`src/rtl/cmp_filt_pkg.sv`:
```
package cmp_filt_pkg;

  typedef enum logic {
    MODE_DIRECT = 1'b0,
    MODE_SAMPLED = 1'b1
  } mode_e;

  function automatic mode_e decode_mode(input logic cnt_zero,
                                        input logic per_zero,
                                        input logic smp_en);
    if (cnt_zero || (per_zero && !smp_en)) return MODE_DIRECT;
    return MODE_SAMPLED;
  endfunction

endpackage

```
`src/rtl/cmp_filt_sync.sv`:
```
module cmp_filt_sync #(
  parameter int W = 2,
  parameter int N = 2
) (
  input  logic         clk_i,
  input  logic         rst_ni,
  input  logic [W-1:0] d_i,
  output logic [W-1:0] q_o
);

  logic [W-1:0] stg_q [N];

  for (genvar g = 0; g < N; g++) begin : g_stage
    if (g == 0) begin : g_first
      always_ff @(posedge clk_i or negedge rst_ni) begin
        if (!rst_ni) stg_q[g] <= '0;
        else         stg_q[g] <= d_i;
      end
    end else begin : g_next
      always_ff @(posedge clk_i or negedge rst_ni) begin
        if (!rst_ni) stg_q[g] <= '0;
        else         stg_q[g] <= stg_q[g-1];
      end
    end
  end

  assign q_o = stg_q[N-1];

endmodule

```
`src/rtl/cmp_filt_strobe.sv`:
```
module cmp_filt_strobe #(
  parameter int PER_W = 8
) (
  input  logic             clk_i,
  input  logic             rst_ni,
  input  logic             en_i,
  input  logic             smp_en_i,
  input  logic [PER_W-1:0] per_i,
  input  logic             smp_s_i,
  output logic             strb_o
);

  logic [PER_W-1:0] div_q;
  logic             prev_q;
  logic             ext_edge;
  logic             div_run;
  logic             div_wrap;

  assign ext_edge = smp_s_i & ~prev_q;
  assign div_run  = en_i && !smp_en_i && (per_i != '0);
  assign div_wrap = div_q >= (per_i - 1'b1);

  always_ff @(posedge clk_i or negedge rst_ni) begin
    if (!rst_ni) prev_q <= 1'b0;
    else         prev_q <= smp_s_i;
  end

  always_ff @(posedge clk_i or negedge rst_ni) begin
    if (!rst_ni)       div_q <= '0;
    else if (!div_run) div_q <= '0;
    else if (div_wrap) div_q <= '0;
    else               div_q <= div_q + 1'b1;
  end

  assign strb_o = smp_en_i ? ext_edge : (div_run && div_wrap);

endmodule

```
`src/rtl/cmp_filt_core.sv`:
```
module cmp_filt_core #(
  parameter int CNT_W = 3
) (
  input  logic             clk_i,
  input  logic             rst_ni,
  input  logic             en_i,
  input  logic             gate_i,
  input  logic             smp_i,
  input  logic [CNT_W-1:0] cnt_i,
  output logic             filt_o,
  output logic [CNT_W-1:0] run_o
);

  localparam logic [CNT_W-1:0] RUN_MAX = {CNT_W{1'b1}};
  localparam logic [CNT_W-1:0] RUN_ONE = CNT_W'(1);

  logic             last_q;
  logic             filt_q;
  logic [CNT_W-1:0] run_q;
  logic [CNT_W-1:0] run_nx;

  always_comb begin
    if (smp_i != last_q)      run_nx = RUN_ONE;
    else if (run_q == RUN_MAX) run_nx = run_q;
    else                       run_nx = run_q + 1'b1;
  end

  always_ff @(posedge clk_i or negedge rst_ni) begin
    if (!rst_ni) begin
      last_q <= 1'b0;
      run_q  <= '0;
      filt_q <= 1'b0;
    end else if (!en_i) begin
      last_q <= 1'b0;
      run_q  <= '0;
      filt_q <= 1'b0;
    end else if (gate_i) begin
      last_q <= smp_i;
      run_q  <= run_nx;
      if (run_nx >= cnt_i) filt_q <= smp_i;
    end
  end

  assign filt_o = filt_q;
  assign run_o  = run_q;

endmodule

```
`src/rtl/cmp_filt.sv`:
```
module cmp_filt
  import cmp_filt_pkg::*;
#(
  parameter int CNT_W  = 3,
  parameter int PER_W  = 8,
  parameter int SYNC_N = 2
) (
  input  logic             clk_i,
  input  logic             rst_ni,
  input  logic             cmp_i,
  input  logic             smp_clk_i,
  input  logic             win_i,
  input  logic             en_i,
  input  logic             win_en_i,
  input  logic             smp_en_i,
  input  logic [CNT_W-1:0] filt_cnt_i,
  input  logic [PER_W-1:0] filt_per_i,
  output logic             cout_o
);

  logic [1:0]       raw;
  logic [1:0]       syncd;
  logic             cmp_s;
  logic             smp_s;
  logic             strb;
  logic             smp_gate;
  logic             win_ok;
  logic             filt_q;
  logic [CNT_W-1:0] run_q;
  logic             out_q;
  mode_e            mode;

  assign raw = {smp_clk_i, cmp_i};

  cmp_filt_sync #(.W(2), .N(SYNC_N)) u_sync (
    .clk_i (clk_i),
    .rst_ni(rst_ni),
    .d_i   (raw),
    .q_o   (syncd)
  );

  assign cmp_s = syncd[0];
  assign smp_s = syncd[1];

  assign mode   = decode_mode(filt_cnt_i == '0, filt_per_i == '0, smp_en_i);
  assign win_ok = !win_en_i || win_i;

  cmp_filt_strobe #(.PER_W(PER_W)) u_strobe (
    .clk_i   (clk_i),
    .rst_ni  (rst_ni),
    .en_i    (en_i),
    .smp_en_i(smp_en_i),
    .per_i   (filt_per_i),
    .smp_s_i (smp_s),
    .strb_o  (strb)
  );

  assign smp_gate = en_i && strb && (mode == MODE_SAMPLED) && win_ok;

  cmp_filt_core #(.CNT_W(CNT_W)) u_core (
    .clk_i (clk_i),
    .rst_ni(rst_ni),
    .en_i  (en_i),
    .gate_i(smp_gate),
    .smp_i (cmp_s),
    .cnt_i (filt_cnt_i),
    .filt_o(filt_q),
    .run_o (run_q)
  );

  // direct path register, also the extra window stage in sampled modes
  always_ff @(posedge clk_i or negedge rst_ni) begin
    if (!rst_ni)         out_q <= 1'b0;
    else if (!en_i)      out_q <= 1'b0;
    else if (mode == MODE_DIRECT) begin
      if (win_ok) out_q <= cmp_s;
    end else if (win_en_i && win_i) out_q <= filt_q;
  end

  assign cout_o = (mode == MODE_DIRECT || win_en_i) ? out_q : filt_q;

endmodule

```
`config.mk`:
```
export PLATFORM = sky130hd
export DESIGN_NAME = cmp_filt
export DESIGN_NICKNAME = d
export VERILOG_FILES = /design/src/rtl/cmp_filt_pkg.sv /design/src/rtl/cmp_filt_sync.sv /design/src/rtl/cmp_filt_strobe.sv /design/src/rtl/cmp_filt_core.sv /design/src/rtl/cmp_filt.sv
export SDC_FILE = /design/constraint.sdc
export NUM_CORES = 1
export LEC_CHECK = 0
export ABC_AREA = 1
export BUFFER_PORTS_ARGS = -buffer_cell sky130_fd_sc_hd__buf_2
export CORE_AREA = 4 4 63 65
export DETAILED_ROUTE_END_ITERATION = 16
export DIE_AREA = 0 0 67 69
export PLACE_DENSITY = 0.66
export SLEW_MARGIN = 20
export SYNTH_ARGS = -nofsm -noshare
export SYNTH_HDL_FRONTEND = slang
export SYNTH_SLANG_ARGS = --single-unit
```
`constraint.sdc`:
```
create_clock -name clk_i -period 2 [get_ports clk_i]
set_input_delay 0.2 -clock clk_i [delete_from_list [all_inputs] [get_ports clk_i]]
set_output_delay 0.2 -clock clk_i [all_outputs]
set_load 0.03 [all_outputs]
```
==> results.md <==
* H-tree level count at 1
* Hold path depth at 3
* Initial DRT Pass Iterations at 4
* Clock skew at between 0.005 and 0.006 ns
* All-layer global routing usage at between 10% and 20%
* Synth cell types at 27
* 1st-iter DRT viols at 67
* First-pass GRT wire length at approximately 4200 µm
* Syn-to-layout area delta at 22.92%
* Required time worst endpoint at about 2.2 ns
* Drt drc at 0
* Core Footprint at 0.003337 mm²
* Final Hold Fails at 0
* Syn nets at between 200 and 250
* Synth area leaders: dfrtp_1 (36%), ha_1 (14%), nand2_1 (9.5%)
* Clk pin slew, worst setup/hold paths at approximately 0.10 ns
* Hold Path End: out_q
* Max Root-Sink Buffers at 2
* Leak at 0.8697 nW
* Synthesized instance count at about 170
* Yosys reg bits at 19
* Layout cell share with drive strength beyond 1 at about a quarter
* Initial Util at approximately two fifths
* # IOs at 20
* Worst vdd ir at between 0.3 and 0.4 mV
* Total number of vias at 1104
* Crit path DAT at approximately 2.1 ns
* Post-CTS Repair Setup Buffers at 0
* GR Overflow Total at 0
* Die height at 69 µm
* Clk Tree Root Cell: clkbuf_4
* F_max at 0.5239 GHz
* Post-synth design cell area at approximately 0.0013 mm²
* Pwr Density at between 400 and 500 mW/mm²
* Clk Latency, worst-skew pair at 0.29 ns
* Worst hold start: en_i
* Via count of the first global-routing pass at 1003
* Num CTS Buffers at 3
* Worst Tran Pin Value at slightly above 0.4 ns
* GP Congestion at roughly 0.77
* Status: finished clean
* Initial antenna violation count at 0
* Synth warn at 0
* Die width at ~67 µm
* MaxCap Viol Count at 0
* Fin crit share at 95.44%
* RSZ-0062 raised after global routing: true
* Antenna Cells at 0
* Die area at roughly 0.0046 mm²
* CP max FO at 7
* Final setup viols at 0
* CTS tree: done
* Total power at about 0.77 mW
* Reg-to-Reg End: u_core.filt_o
* Hold Path Class: input pin to register
* Crit Path Category: input pin to register
* CP endpoint kind: register
* Largest net degree at the start of global routing at 20
* Vias/cell at roughly 4.5
* Yosys top cell area share at 35.55%
* Buffers added on ports at 19
* Setup TNS at 0 ns
* Wirelength per Cell at around 9.6 µm
* Relative slew margins at roughly 73%
* Post-Syn Area per Cell at between 8 and 9 µm²
* Detailed Route WL at 2340 µm
* Post-DP HPWL at 1937 µm
* Dpl cells at around 240
* Worst reg-to-reg path cell count at 10
* Reg2reg start: u_core.run_o[0]
* Fin crit period at around 1.9 ns
* Nets at ~230
* Routed Antenna Nets at 0
* Largest area contributor in the netlist: dfrtp_1
* Clk sinks at 19
* Sequential fraction of the synthesis area at about 36%
* Fin cells at 245
* Final slew viol count at 0
* R2r setup slk at 0.11 ns
* Startpoint Class: input pin
* Row count at 21
layout make-up:
class / count / area, µm²
multi-input combinational: 125 / 810.8
sequential: 19 / 475.5
inverter: 22 / 82.58
clock inverter: 1 / 5.005
timing repair buffer: 29 / 190.2
fill: 339 / 1693
tap: 46 / 57.56
clock buffer: 3 / 22.52
layer usage:
layer  global-route usage [%]  up-vias  wire length (µm)
li1                         -      597                 -
met1                    16.23      492              1212
met2                    16.81       13              1016
met3                    3.571        2               100
met4                    2.027        0                10
met5                        0        -                 0
worst max path at each step:
stage	slack, ns	startpoint	end	cells past startpoint
finish	0.09	filt_per_i[1]	u_core.filt_o	17
global route	-0.04	filt_per_i[1]	u_core.filt_o	17
CTS	0.07	u_core.run_o[0]	u_core.filt_o	10
detailed placement	-0.23	filt_per_i[1]	u_core.run_o[2]	15
global placement	-0.18	filt_per_i[1]	u_core.filt_o	17
floorplan	-0.007	filt_per_i[0]	u_core.filt_o	16
metrics by stage:
| step | area (µm²) | util, % | hold WS (ns) | setup WS [ns] |
|---|---|---|---|---|
| final | 1644 | 49.27 | 0.2275 | 0.09126 |
| after global routing | 1644 | 49.27 | 0.2331 | -0.04265 |
| after CTS | 1595 | 47.81 | 0.2082 | 0.07322 |
| after detailed placement | 1538 | 46.08 | 0.1519 | -0.2316 |
| after global placement | 1538 | 46.08 | 0.1572 | -0.1808 |
| after floorplan | 1338 | - | -0.09559 | -0.006799 |
report_power, final:
part,leakage (nW),internal [mW],switching [mW],total [mW]
clock,0.0177,0.0744,0.109,0.184
sequential,0.250,0.398,0.0111,0.410
combinational,0.602,0.0782,0.0990,0.177
total,0.870,0.551,0.219,0.770
logic make-up after synthesis:
group	after synthesis	synth area share, %
XOR/XNOR	11	7.203
buffers and inverters	23	6.548
AO/OA/AOI/OAI	16	6.549
adder cells (fa/ha/maj)	15	14.03
flip-flops	19	35.55
AND/OR/NAND/NOR	83	30.12
placed cells by master (no fill, tap or decap), types with 2 or more instances in the layout:
| master | Yosys | final |
|---|---|---|
| nand2_1 | 34 | 32 |
| inv_1 | 22 | 21 |
| nor2_1 | 20 | 19 |
| dfrtp_1 | 19 | 19 |
| buf_2 | 0 | 17 |
| ha_1 | 15 | 15 |
| nand3_1 | 9 | 9 |
| xor2_1 | 7 | 7 |
| buf_4 | 0 | 7 |
| nand2_2 | 4 | 6 |
| a21oi_1 | 8 | 5 |
| xnor2_1 | 4 | 4 |
| o21ai_0 | 4 | 4 |
| a21oi_2 | 0 | 3 |
| clkbuf_4 | 0 | 3 |
| dlygate4sd3_1 | 0 | 3 |
| nor2_4 | 2 | 2 |
| nand4_1 | 2 | 2 |
| nor2_2 | 1 | 2 |
| nor3_1 | 3 | 2 |
| nand2_4 | 2 | 2 |
| buf_6 | 0 | 2 |
flip-flops by register name (all words and copies together), names as in the netlist:
signal           cells
u_core.filt_o        1
u_core.last_q        1
u_sync.q_o           2
u_strobe.prev_q      1
u_sync.stg_q         2
u_core.run_o         3
u_strobe.div_q       8
out_q                1
what timing repair did:
item	in CTS	in global routing
gates resized for setup	0	12
setup endpoints to repair	0	10
endpoints found under the hold margin	21	0
hold buffers	3	0
worst max-delay path, cell delays in order:
cell and delay (ns):
buf_6 0.09, nor2_2 0.08, nand2_1 0.07, or3_4 0.35, nor3_4 0.12, xnor2_1 0.08
ha_1 0.32, nand2_2 0.07, o21a_1 0.19, nand2_1 0.06, nand2_1 0.06, nand2_2 0.09
nand2_4 0.08, nand2_2 0.07, nand2_1 0.05, nand2_1 0.06, nand2_1 0.04
synthesized netlist by cell type, drive strengths merged:
master   instances
ha              15
clkbuf           1
nor3             4
o21ai            5
and3             1
or3              1
nor2            23
xnor2            4
a21oi            8
inv             22
o2111ai          1
nand3           10
o21a             1
nand2           40
dfrtp           19
a31oi            1
nand3b           1
or2              1
nand4            2
xor2             7
No activity file was read; power rests on OpenSTA's default activity.
